File: config.mk
export PLATFORM = sky130hd
export DESIGN_NAME = mbus_write_if
export DESIGN_NICKNAME = d
export VERILOG_FILES = /design/src/rtl/mbus_pkg.sv /design/src/rtl/mbus_sync.sv /design/src/rtl/mbus_decode.sv /design/src/rtl/mbus_regfile.sv /design/src/rtl/mbus_write_if.sv
export SDC_FILE = /design/constraint.sdc
export NUM_CORES = 1
export LEC_CHECK = 0
export BUFFER_PORTS_ARGS = -buffer_cell sky130_fd_sc_hd__buf_4
export CAP_MARGIN = 0
export CORE_ASPECT_RATIO = 0.8
export CORE_MARGIN = 2
export CORE_UTILIZATION = 45
export DETAILED_ROUTE_END_ITERATION = 8
export GPL_TIMING_DRIVEN = 1
export MAX_ROUTING_LAYER = met4
export PLACE_DENSITY = 0.71
export SLEW_MARGIN = 20
export SYNTH_ARGS = -nofsm -noshare
export SYNTH_HDL_FRONTEND = slang
export SYNTH_SLANG_ARGS = --single-unit
File: constraint.sdc
create_clock -name clk -period 1.32 [get_ports clk]
set_input_delay 0.198 -clock clk [delete_from_list [all_inputs] [get_ports clk]]
set_output_delay 0.198 -clock clk [all_outputs]
set_load 0.01 [all_outputs]
File: src/rtl/mbus_pkg.sv
// Shared definitions for the multiplexed bus write port.
// Assumes an 8-bit multiplexed bus; address and data share the same lines.
package mbus_pkg;

    localparam int BUS_W = 8;

    // Bus style recorded at each address strobe.
    typedef enum logic {
        STYLE_SPLIT  = 1'b0,   // separate read and write strobes
        STYLE_SHARED = 1'b1    // one data strobe plus a read/write line
    } bus_style_e;

endpackage

File: src/rtl/mbus_sync.sv
// Multi-stage synchroniser for a vector of asynchronous bus pins.
// Assumes the bus holds every bit stable for several clocks around the
// edges that matter, so bits of one vector stay aligned after sampling.
module mbus_sync #(
    parameter int             W       = 12,
    parameter int             STAGES  = 2,
    parameter logic [W-1:0]   RST_VAL = '0
) (
    input  logic         clk,
    input  logic         rst_n,
    input  logic [W-1:0] d_in,
    output logic [W-1:0] q
);

    logic [STAGES-1:0][W-1:0] chain;

    // Shift the pin levels through the synchroniser stages.
    always_ff @(posedge clk) begin
        if (!rst_n) begin
            for (int s = 0; s < STAGES; s++) chain[s] <= RST_VAL;
        end else begin
            chain[0] <= d_in;
            for (int s = 1; s < STAGES; s++) chain[s] <= chain[s-1];
        end
    end

    assign q = chain[STAGES-1];

endmodule

File: src/rtl/mbus_decode.sv
// Decodes the synchronised bus levels. It records the bus style at each
// address strobe rise and the address at each fall. It then qualifies
// write edges for the style in force.
// Assumes no write edge falls in the same clock as an address strobe edge.
module mbus_decode
    import mbus_pkg::*;
#(
    parameter int         NUM_REGS    = 8,
    parameter int         IDX_W       = 3,
    parameter bus_style_e RESET_STYLE = STYLE_SPLIT
) (
    input  logic             clk,
    input  logic             rst_n,
    input  logic [BUS_W-1:0] ad,
    input  logic             as_lvl,
    input  logic             ds_lvl,
    input  logic             wr_lvl,
    input  logic             cs_n_lvl,
    output logic             wr_req,
    output logic [IDX_W-1:0] wr_idx,
    output logic [BUS_W-1:0] wr_data,
    output logic [BUS_W-1:0] lat_addr
);

    logic       as_q, ds_q, wr_q;
    logic       as_rise, as_fall, ds_fall, wr_rise;
    logic       in_range, split_hit, shared_hit;
    bus_style_e style;

    // Previous synchronised levels, used for edge detection.
    always_ff @(posedge clk) begin
        if (!rst_n) begin
            as_q <= 1'b0;
            ds_q <= 1'b1;
            wr_q <= 1'b1;
        end else begin
            as_q <= as_lvl;
            ds_q <= ds_lvl;
            wr_q <= wr_lvl;
        end
    end

    // Edge flags on the synchronised control lines.
    always_comb begin
        as_rise = as_lvl & ~as_q;
        as_fall = ~as_lvl & as_q;
        ds_fall = ~ds_lvl & ds_q;
        wr_rise = wr_lvl & ~wr_q;
    end

    // Record the bus style on every address strobe rise.
    always_ff @(posedge clk) begin
        if (!rst_n)       style <= RESET_STYLE;
        else if (as_rise) style <= ds_lvl ? STYLE_SPLIT : STYLE_SHARED;
    end

    // Latch the address on every address strobe fall.
    always_ff @(posedge clk) begin
        if (!rst_n)       lat_addr <= '0;
        else if (as_fall) lat_addr <= ad;
    end

    // Qualify a write for the current style, chip select and address range.
    always_comb begin
        in_range   = (lat_addr < BUS_W'(NUM_REGS));
        split_hit  = (style == STYLE_SPLIT)  && wr_rise && !cs_n_lvl;
        shared_hit = (style == STYLE_SHARED) && ds_fall && !wr_lvl && !cs_n_lvl;
        wr_req     = in_range && (split_hit || shared_hit);
        wr_idx     = lat_addr[IDX_W-1:0];
        wr_data    = ad;
    end

endmodule

File: src/rtl/mbus_regfile.sv
// Bank of byte registers with one write pulse per register.
// Assumes at most one write request per clock and an index already range-checked.
module mbus_regfile
    import mbus_pkg::*;
#(
    parameter int NUM_REGS = 8,
    parameter int IDX_W    = 3
) (
    input  logic                      clk,
    input  logic                      rst_n,
    input  logic                      wr_req,
    input  logic [IDX_W-1:0]          wr_idx,
    input  logic [BUS_W-1:0]          wr_data,
    output logic [NUM_REGS*BUS_W-1:0] reg_q,
    output logic [NUM_REGS-1:0]       reg_wr_stb
);

    for (genvar i = 0; i < NUM_REGS; i++) begin : g_reg
        logic hit;
        assign hit = wr_req && (wr_idx == IDX_W'(i));

        // Store the byte for register i and pulse its strobe.
        always_ff @(posedge clk) begin
            if (!rst_n) begin
                reg_q[i*BUS_W +: BUS_W] <= '0;
                reg_wr_stb[i]           <= 1'b0;
            end else begin
                reg_wr_stb[i] <= hit;
                if (hit) reg_q[i*BUS_W +: BUS_W] <= wr_data;
            end
        end
    end

endmodule

File: src/rtl/mbus_write_if.sv
// Top level: write-only register port for an 8-bit multiplexed bus that
// detects its strobe style by itself on every address strobe.
// Assumes bus phases last at least three clock cycles. A write lands
// three rising clock edges after its bus edge.
module mbus_write_if
    import mbus_pkg::*;
#(
    parameter int NUM_REGS    = 8,
    parameter int SYNC_STAGES = 2
) (
    input  logic                      clk,
    input  logic                      rst_n,
    input  logic [7:0]                bus_ad,
    input  logic                      bus_as,
    input  logic                      bus_ds_rd,
    input  logic                      bus_wr_rw,
    input  logic                      bus_cs_n,
    output logic [NUM_REGS*8-1:0]     reg_q,
    output logic [NUM_REGS-1:0]       reg_wr_stb
);

    localparam int IDX_W  = (NUM_REGS > 1) ? $clog2(NUM_REGS) : 1;
    localparam int SYNC_W = BUS_W + 4;
    localparam logic [SYNC_W-1:0] SYNC_IDLE = {{BUS_W{1'b0}}, 4'b0111};

    logic [SYNC_W-1:0] pins_raw, pins_s;
    logic [BUS_W-1:0]  ad_s;
    logic              as_s, ds_s, wr_s, cs_n_s;
    logic              wr_req;
    logic [IDX_W-1:0]  wr_idx;
    logic [BUS_W-1:0]  wr_data;
    logic [BUS_W-1:0]  lat_addr;

    assign pins_raw = {bus_ad, bus_as, bus_ds_rd, bus_wr_rw, bus_cs_n};
    assign {ad_s, as_s, ds_s, wr_s, cs_n_s} = pins_s;

    mbus_sync #(
        .W       (SYNC_W),
        .STAGES  (SYNC_STAGES),
        .RST_VAL (SYNC_IDLE)
    ) i_sync (
        .clk   (clk),
        .rst_n (rst_n),
        .d_in  (pins_raw),
        .q     (pins_s)
    );

    mbus_decode #(
        .NUM_REGS    (NUM_REGS),
        .IDX_W       (IDX_W),
        .RESET_STYLE (STYLE_SPLIT)
    ) i_decode (
        .clk      (clk),
        .rst_n    (rst_n),
        .ad       (ad_s),
        .as_lvl   (as_s),
        .ds_lvl   (ds_s),
        .wr_lvl   (wr_s),
        .cs_n_lvl (cs_n_s),
        .wr_req   (wr_req),
        .wr_idx   (wr_idx),
        .wr_data  (wr_data),
        .lat_addr (lat_addr)
    );

    mbus_regfile #(
        .NUM_REGS (NUM_REGS),
        .IDX_W    (IDX_W)
    ) i_regfile (
        .clk        (clk),
        .rst_n      (rst_n),
        .wr_req     (wr_req),
        .wr_idx     (wr_idx),
        .wr_data    (wr_data),
        .reg_q      (reg_q),
        .reg_wr_stb (reg_wr_stb)
    );

endmodule

Word level (Yosys, flattened, before mapping)
Cells that the tools add are included.
{ "totals": {"regBits": 108, "output_inout_bits": 72, "input_bits": 14} }
{ "classes": {"muxes": 1, "reduce_logical": 18, "n_lt_le_gt_ge": 1, "eq_ne": 7, "bitwise_logic": 9} }
{ "ops": {"columns": ["op", "count"], "rows": [
  ["logical AND 1 bit", 14],
  ["== test 3 bit, second input constant", 4],
  ["< comparator 8 x 4 -> 1 bit, second input constant", 1],
  ["== test 3 x 2 -> 1 bit, second input constant", 2],
  ["inverter 1 bit", 5],
  ["bitwise AND 1 bit", 4],
  ["== test 3 x 1 -> 1 bit, second input constant", 1],
  ["zero test 3 bit", 1],
  ["zero test 1 bit", 2],
  ["logical OR 1 bit", 1],
  ["two-way mux 1 bit", 1]
]} }

Logic depth before layout (Yosys ltp)
Gate-level depths: netlist (run 1).
{ "depth": {"ltp_word": 8, "depth_mapped": 5, "ltp_nobuf": 3} }

Cells and area by module
Synthesis (run 1) repeated with hierarchy kept, for this count alone.
{ "unflattened": {"hier_cells": 356, "hier_area_um2": 3826.2} }
{ "modules_own_cells": {"columns": ["module", "cells_each", "instances", "area_each_um2", "seq_area_each_um2"], "rows": [
  ["mbus_regfile", 241, 1, 2542.4, 1441.4],
  ["mbus_sync", 62, 1, 734.5, 480.5],
  ["mbus_decode", 53, 1, 549.3, 240.2]
]} }

Least setup slack after synthesis (run 1)
OpenSTA, ideal clock, no wires.
{ "synth_timing": {"kind": "register to register", "start": "register i_decode.lat_addr[0]", "end": "register i_regfile.reg_q[10]", "synth_period_minus_slack_ns": 1.399, "t_required_ns": 1.187, "path_stages_with_launch": 4, "slack_ns": -0.079, "setup_ns": 0.133, "n_path_buf": 0, "t_arrival_ns": 1.266, "path_cell_list": "dfxtp_1 > nor3b_4 > o2111ai_4 > mux2i_1"} }
{ "synth_between": {"elab_chain_cells": 3} }
{ "synth_rtl": {"columns": ["element", "line_no", "text"], "rows": [
  ["start, declared", "mbus_decode.sv:22", "output logic [BUS_W-1:0] lat_addr"],
  ["start signal, assigned", "mbus_decode.sv:59", "if (!rst_n) lat_addr <= '0;"],
  ["start signal, assigned", "mbus_decode.sv:60", "else if (as_fall) lat_addr <= ad;"],
  ["< comparator 8 x 4 -> 1 bit", "mbus_decode.sv:65", "in_range = (lat_addr < BUS_W'(NUM_REGS));"],
  ["logical AND 1 bit", "mbus_decode.sv:68", "wr_req = in_range && (split_hit || shared_hit);"],
  ["logical AND 1 bit (*)", "mbus_regfile.sv:20", "assign hit = wr_req && (wr_idx == IDX_W'(i));"],
  ["end signal, assigned by index", "mbus_regfile.sv:29", "if (hit) reg_q[i*BUS_W +: BUS_W] <= wr_data;"],
  ["end, declared", "mbus_regfile.sv:14", "output logic [NUM_REGS*BUS_W-1:0] reg_q,"]
]} }
Every way passes the cells marked *; elsewhere a longest branch is shown, timed or not.
A chain may end at the register's enable or synchronous reset.

Final worst setup path (run 1)
{ "layout_timing": {"start": "register i_sync.chain, in the netlist i_sync.q[1]", "end": "register i_regfile.reg_q[31]"} }
{ "layout_between": {"elab_chain_cells": 6} }
{ "layout_rtl": {"columns": ["element", "line_no", "text"], "rows": [
  ["start, declared", "mbus_sync.sv:15", "logic [STAGES-1:0][W-1:0] chain;"],
  ["bitwise AND 1 bit / zero test 1 bit (equally long branches)", "mbus_decode.sv:48, mbus_decode.sv:67", null],
  ["logical AND 1 bit, on equally long branches (2 in a row)", "mbus_decode.sv:66, mbus_decode.sv:67", null],
  ["logical OR 1 bit (*)", "mbus_decode.sv:68", null],
  ["logical AND 1 bit (*)", "mbus_decode.sv:68", null],
  ["logical AND 1 bit (*)", "mbus_regfile.sv:20", null]
]} }
Marks and branches as above.

==> results.cfg, run 1 <==
[run_status]
status = complete, but fails checks
violations = negative setup slack

[place]
dp_cells = 542
portBuffers = 85
dp_hpwl_um = 5570
gp_congestion = 0.783

[sta]
slew_headroom = 0.672
fin_crit_ps = 1490
setup_violations = 72
finClkSkew_ps = 12.1
hold_viol = 0
final_max_slew_viol_count = 0
worst_slack_ps = -170
fin_crit_sh = 1.13
worst_slew_pin_slew_ps = 491
fin_setup_tns_ps = -9470
fmax_mhz = 671
rsz0062_at_grt = true

[routing]
drt_iter0_drc = 106
drtAntennaViolNets = 0
drc_errors = 0
wirelength_um = 7840
post_drt_via_cell_ratio = 4.75
drt_pre_antenna_iters = 6
vias = 2658
drt-wirelength-per-cell_um = 14.0

[global_route]
grt_max_degree = 64
first_global_vias = 2434
grt_first_pass_wirelength_um = 12400
grt.overflow.total = 0
antenna_found_initial = 0
track_usage = 0.180

[critical_path]
cpPeakStageDelay_ps = 350
arrival_ps = 1720
path_delay_family = flip-flops
endpoint_kind = flop
critPathKind = flop to flop
startpoint_type = flop
required_ps = 1550
path_cells = nor4bb_4 -> buf_12 -> o2111ai_4 -> mux2i_1
path_buf_inv = 1
cp_slowest_cell = dfxtp_2
cp_max_fo = 10

[power_and_ir_drop]
seq_power_share = 0.610
switching_share = 0.227
p_comb_frac = 0.037
power_mw = 5.44
p_switching_mw = 1.23
internal_power_mw = 4.20
power.leakage_nw = 2.48
power_density_nw_per_um2 = 1080
clockPowerShare = 0.354
ir_drop_mv = 0.650

[clock_network]
cts.clk_slew.worst_paths_ps = 100
cts_num_sinks = 108
htreeDepth = 3
clk-insertion-delay-late_ps = 360
cts_buffers = 9
cts_root_buf = clkbuf_8
cts_hold_buf = 0
clockBufferDepth = 2
cts_tree = done

[floorplanning]
core_um2 = 8410
die_w_um = 108
ioPinCount = 86
fp-row-count = 30
dieHeight_um = 86.8
initial_core_util = 0.459
die-area_um2 = 9340

[final_layout]
fin_cells = 560
antenna_cells = 0
syn2layout_area_growth_pct = 30.9
layout_common_cells = 102 x dfxtp_1, 102 x buf_4, 74 x nand2_1
fin_util = 0.601
drive_gt1_frac = 0.330
nNetsFinal = 457

[synth]
syn_area_um2 = 3860
synth_top_area_cell = dfxtp_1
yosys.area_share.simple = 0.170
ys_types = 21
synth_mux_area_frac = 0.187
syn-instance-count = 342
synth_warnings = 0
postSynthAreaPerCell_um2 = 11.3
seq_area_frac_synth = 0.560
synth_compound_area_frac = 0.0616
synth_top_area_frac = 0.560
synth-seq-cells = 108
synth_top_family_by_area = multiplexers
synth.area.top_cells = dfxtp_1 56%, mux2i_1 19%, nand2_1 7.2%, o2111ai_4 5.4%, and2_1 3.2%
syn_nets = 356
synth-adder-area-share = 0
synth-xor-area-share = 0

[min_path]
min_path_type = input pin to flop

[flow_run]
cap_violations = 0
## cells by family (layout without fill, tap and decap cells)
group | after synthesis | in the layout
and+or+nand+nor | 133 | 133
DFF | 108 | 108
muxes | 72 | 72
buffers and inverters | 18 | 124
AOI/OAI and AO/OA | 11 | 11
## stage by stage
step	area, um2	setup WS (ps)	hold slack (ps)
floorplan	3860	-47.2	299
global placement	4790	-183	386
detailed placement	4790	-209	387
CTS	5020	-185	0.0379
global route	5050	-289	0.912
finish	5050	-170	15.4
## final cells by class
class                   count  area (um2)
clock buffers              11         151
fillers                   744        3360
well taps                 112         140
multi-input cells         216        1680
clock inverters             5        42.5
repair buffers            108         868
flip-flops and latches    108        2170
## path summary, 6_finish.rpt
path | start | end | slack [ps] | depth (start not counted)
worst max register to register | i_sync.q[1] | i_regfile.reg_q[31] | -170 | 4
worst min-delay path | bus_cs_n | i_sync.chain[0] | 20 | 2
worst min register to register | i_sync.chain[0] | i_sync.q[0] | 420 | 1
worst max-delay path | i_sync.q[1] | i_regfile.reg_q[31] | -170 | 4
## flip-flops by register name, indices dropped and copies added, names as in the netlist
name	cells
i_decode.as_q	1
i_decode.ds_q	1
i_decode.lat_addr	8
i_decode.style	1
i_decode.wr_q	1
i_regfile.reg_q	64
i_regfile.reg_wr_stb	8
i_sync.chain	12
i_sync.q	12
## layer usage
metal	vias up	share of wire	track usage
met1	1246	0.49	0.245
met3	8	0.041	0.0406
met5	-	0	-
met2	57	0.46	0.269
met4	0	0.012	0.0524
li1	1347	-	-
## synth_stat cells
library cell and instances:
dfxtp_1 108, nand2_1 74, mux2i_1 72, and2_1 20, clkbuf_1 12, nand2b_1 11, nor2b_1 11, nor2_1 8
o2111ai_4 8, buf_2 3, buf_4 3, nor3_1 2, o2111ai_1 2, and2_2 1, and2b_2 1, nor3_4 1
nor3b_1 1, nor3b_4 1, nor4_1 1, nor4bb_1 1, o211a_1 1
## power groups by stage
stage                     Clock (mW)  Combinational [mW]  Sequential [mW]
after floorplan                    0               0.114             3.38
after global placement             0               0.191             3.39
after detailed placement           0               0.193             3.39
after CTS                       1.97               0.198             3.31
after global routing            2.11               0.218             3.32
final                           1.92               0.199             3.31
## timing repair
item / CTS / global route
endpoints found under the setup margin: 72 / 72
gates resized for setup: 7 / 5
pin swaps: 7 / 3
buffers inserted: 1 / 1
Power figures use the tool's default switching activity.
==> run 2, diff against run 1 <==
Settings changed: CORE_ASPECT_RATIO 0.8 to default.
==> run 2 against run 1 <==
Net effect:
- the run still ends with negative setup slack left
- fmax up 0.28%
- sequential power about the same
- worst hold slack worse by 1.5 ps
- utilization up 1.3 points
- first-iteration DRC count down 19%
- non-clock buffer count down 1
- clock skew down 1.5 ps
- worst setup slack better by 4.2 ps
- total power up 6.0%
- die area about the same
- clock power up 17%
- via count up 1.1%
==> results.cfg, run 2 (synthesis results as in run 1) <==
[clock_network]
cts.clk_slew.worst_paths_ps = 90
cts_hold_buf = 0
clk-insertion-delay-late_ps = 370
cts_tree = done
htreeDepth = 3
cts_num_sinks = 108
cts_root_buf = clkbuf_8
clockBufferDepth = 2
cts_buffers = 9

[final_layout]
fin_util = 0.614
regArea_um2 = 2170
fin_cells = 552
largest_register_ffs = 64
largest-register = i_regfile.reg_q
drive_gt1_frac = 0.322
multi_input_area_um2 = 1650
final_cell_area_um2 = 5070
syn2layout_area_growth_pct = 31.4
antenna_cells = 0
final_common_cell = dfxtp_1
n_fill_cell = 717
nNetsFinal = 456
layout_common_cells = 104 x dfxtp_1, 100 x buf_4, 74 x nand2_1

[floorplanning]
die-area_um2 = 9330
fp-row-count = 33
die_w_um = 96.6
initial_core_util = 0.467
ioPinCount = 86
core_um2 = 8260
dieHeight_um = 96.6

[place]
gp_congestion = 0.755
placed_cell_area_um2 = 4810
post-place-ws_ps = -221
portBuffers = 85
dp_cells = 535
dp_hpwl_um = 5780

[routing]
drt-wirelength-per-cell_um = 14.8
wirelength_um = 8190
drc_errors = 0
post_drt_via_cell_ratio = 4.87
drt_pre_antenna_iters = 4
drt_iter0_drc = 86
vias = 2688
drtAntennaViolNets = 0

[sta]
setup_violations = 69
hold_ws_ps = 13.9
worst_slack_ps = -166
fin_crit_sh = 1.13
fin_crit_ps = 1490
worst_slew_pin_slew_ps = 484
fmax_mhz = 673
fin_setup_tns_ps = -9110
hold_viol = 0
final_max_slew_viol_count = 0
rsz0062_at_grt = true
finClkSkew_ps = 10.6
slew_headroom = 0.677

[critical_path]
required_ps = 1560
arrival_ps = 1720
cp_max_fo = 10
startpoint_type = flop
critPathKind = flop to flop
endpoint_kind = flop
r2r_setup_slack_ps = -170

[global_route]
first_global_vias = 2580
grt.overflow.total = 0
grt_first_pass_wirelength_um = 13200
antenna_found_initial = 0
grt_max_degree = 40
track_usage = 0.183

[power_and_ir_drop]
power_mw = 5.76
power_density_nw_per_um2 = 1140
power.leakage_nw = 2.49
ir_drop_mv = 0.805

[flow_run]
cap_violations = 0

[min_path]
min_path_type = input pin to flop

[run_status]
violations = negative setup slack
status = complete, but fails checks
==> run 2: timing repair <==
| action | CTS | global route |
|---|---|---|
| pin swaps | 4 | 6 |
| setup endpoints to repair | 72 | 72 |
| gates cloned | 0 | 0 |
| setup buffers | 1 | 0 |
| gates resized for setup | 4 | 3 |
==> run 2: report_power, final <==
group	total [mW]	internal (mW)	switching (mW)
combinational	0.203	0.0947	0.108
sequential	3.31	3.30	0.0185
clock	2.25	1.14	1.11
total	5.76	4.53	1.24
==> run 2: critical path, cell delays in order, from the launching register on <==
cell,delay [ps]
dfxtp_2,350
nor4bb_4,340
buf_12,210
o2111ai_4,270
mux2i_1,190
==> run 2: final timing paths <==
kind / start / cells after the start / endpoint
setup / recovery: i_sync.q[1] / 4 / i_regfile.reg_q[7]
hold / removal: bus_cs_n / 2 / i_sync.chain[0]
setup reg to reg: i_sync.q[1] / 4 / i_regfile.reg_q[7]
hold reg to reg: i_sync.chain[1] / 1 / i_sync.q[1]
==> run 2: routing by layer <==
layer / up-vias / global-route usage / routed length (um) / share of wire
met5: - / - / 0 / 0
met4: 0 / 0.0813 / 161 / 0.020
met3: 17 / 0.0412 / 372 / 0.045
met2: 63 / 0.287 / 3970 / 0.48
met1: 1272 / 0.227 / 3680 / 0.45
li1: 1336 / - / - / -
==> run 2: area by class of cell <==
class                   instances  area share
clock buffers                  10      0.0272
repair buffers                107       0.175
well taps                     105      0.0259
multi-input cells             216       0.326
clock inverters                 6      0.0188
flip-flops and latches        108       0.428
==> run 3, diff against run 2 <==
Settings changed: CORE_ASPECT_RATIO from default to 1.5, TNS_END_PERCENT from default to 5.
==> run 3 against run 2 <==
Net effect:
- the flow still finishes with violations (negative setup slack)
- clock skew shrank 2.9 ps
- via count is 2.4% lower
- worst hold slack better by 20 ps
- first-iteration DRC count decreased by 12%
==> results.cfg, run 3 (synthesis results as in run 1) <==
[routing]
wirelength_met1_um = 3270
post_drt_via_cell_ratio = 4.76
routed.top_layer = met4
drtAntennaViolNets = 0
drt-wirelength-per-cell_um = 14.2
wirelength_um = 7810
wl_met3_um = 321
drt_iter0_drc = 76
drc_errors = 0
vias = 2623
drt_pre_antenna_iters = 4
met2_length_um = 4060

[sta]
hold_ws_ps = 33.8
slew_headroom = 0.683
fmax_mhz = 683
rsz0062_at_grt = true
fin_crit_sh = 1.11
fin_setup_tns_ps = -6940
final_max_slew_viol_count = 0
worst_slew_pin_slew_ps = 474
setup_violations = 71
worst_slack_ps = -143
fin_crit_ps = 1460
hold_viol = 0
finClkSkew_ps = 7.71

[min_path]
min_path_type = input pin to flop
min_from = bus_wr_rw

[final_layout]
largest_register_ffs = 64
layout_common_cells = 103 x dfxtp_1, 99 x buf_4, 74 x nand2_1
syn2layout_area_growth_pct = 32.9
antenna_cells = 0
drive_gt1_frac = 0.320
fin_cells = 551
largest-register = i_regfile.reg_q
final_common_cell = dfxtp_1
nNetsFinal = 453

[floorplanning]
fp-row-count = 41
die-area_um2 = 9350
die_w_um = 79.6
core_um2 = 8360
ioPinCount = 86
initial_core_util = 0.461
dieHeight_um = 117

[global_route]
grt.overflow.total = 0
first_global_vias = 2599
track_usage = 0.185
grt_max_degree = 33
grt_first_pass_wirelength_um = 13000
antenna_found_initial = 0

[power_and_ir_drop]
power.leakage_nw = 2.51
power_density_nw_per_um2 = 1210
ir_drop_mv = 0.843

[clock_network]
htreeDepth = 3
cts_tree = done
cts_root_buf = clkbuf_16
clk-insertion-delay-late_ps = 350
clockBufferDepth = 2
cts.clk_slew.worst_paths_ps = 70
cts_num_sinks = 108
cts_buffers = 9
cts_hold_buf = 0

[critical_path]
endpoint_kind = flop
critPathLaunch = i_decode.lat_addr[3]
cp_max_fo = 9
critPathKind = flop to flop
worstReg2RegStart = i_decode.lat_addr[3]
r2r_end = i_regfile.reg_q[36]
rr_worst_depth = 4
endpoint = i_regfile.reg_q[36]
required_ps = 1530
r2r_setup_slack_ps = -140
startpoint_type = flop
arrival_ps = 1670

[flow_run]
cap_violations = 0

[place]
gp_congestion = 0.756
dp_hpwl_um = 5680
post-place-ws_ps = -178
dp_cells = 534
portBuffers = 85

[run_status]
status = complete, but fails checks
violations = negative setup slack
-- run 3: area by class of cell --
type / count / area, um2
fill: 728 / 3230
sequential: 108 / 2170
clock inverter: 5 / 60.1
timing repair buffer: 104 / 835
tap: 107 / 134
clock buffer: 11 / 253
multi-input combinational: 216 / 1680
-- run 3: worst min-delay path by stage --
stage                      end  depth (start not counted)  slack (ps)
6_report       i_sync.chain[1]                          2          30
5_1_grt        i_sync.chain[1]                          2          20
4_1_cts        i_sync.chain[1]                          2          20
3_5_place_dp   i_sync.chain[1]                          2         380
3_3_place_gp   i_sync.chain[1]                          2         380
2_1_floorplan  i_sync.chain[0]                          1         300
-- run 3: per-layer routing --
metal	global-route usage	vias up
met3	0.0346	13
met4	0.0797	0
met2	0.307	58
li1	-	1333
met1	0.215	1219
met5	-	-
-- run 3: worst max-delay path, stage by stage, from the launching register on --
cell and delay (ps):
dfxtp_2 330, nor4_4 280, buf_6 230, o2111ai_4 280
mux2i_1 200
-- run 3: report_power, final --
part	switching [mW]	internal [mW]
combinational	0.104	0.0848
clock	1.15	1.58
sequential	0.0182	3.30
-- run 3: what timing repair did --
action,4_1_cts,5_1_grt
setup buffers,1,0
setup endpoints to repair,72,72
gates cloned,0,0
gates resized for setup,4,6
pin swaps,1,5
-- run 3: stage by stage --
stage          area [um2]   util  power [mW]
2_1_floorplan        3860      -        3.50
3_3_place_gp         4760  0.569        3.57
3_5_place_dp         4760  0.569        3.58
4_1_cts              5100  0.609        6.28
5_1_grt              5130  0.613        6.46
6_report             5130  0.613        6.23
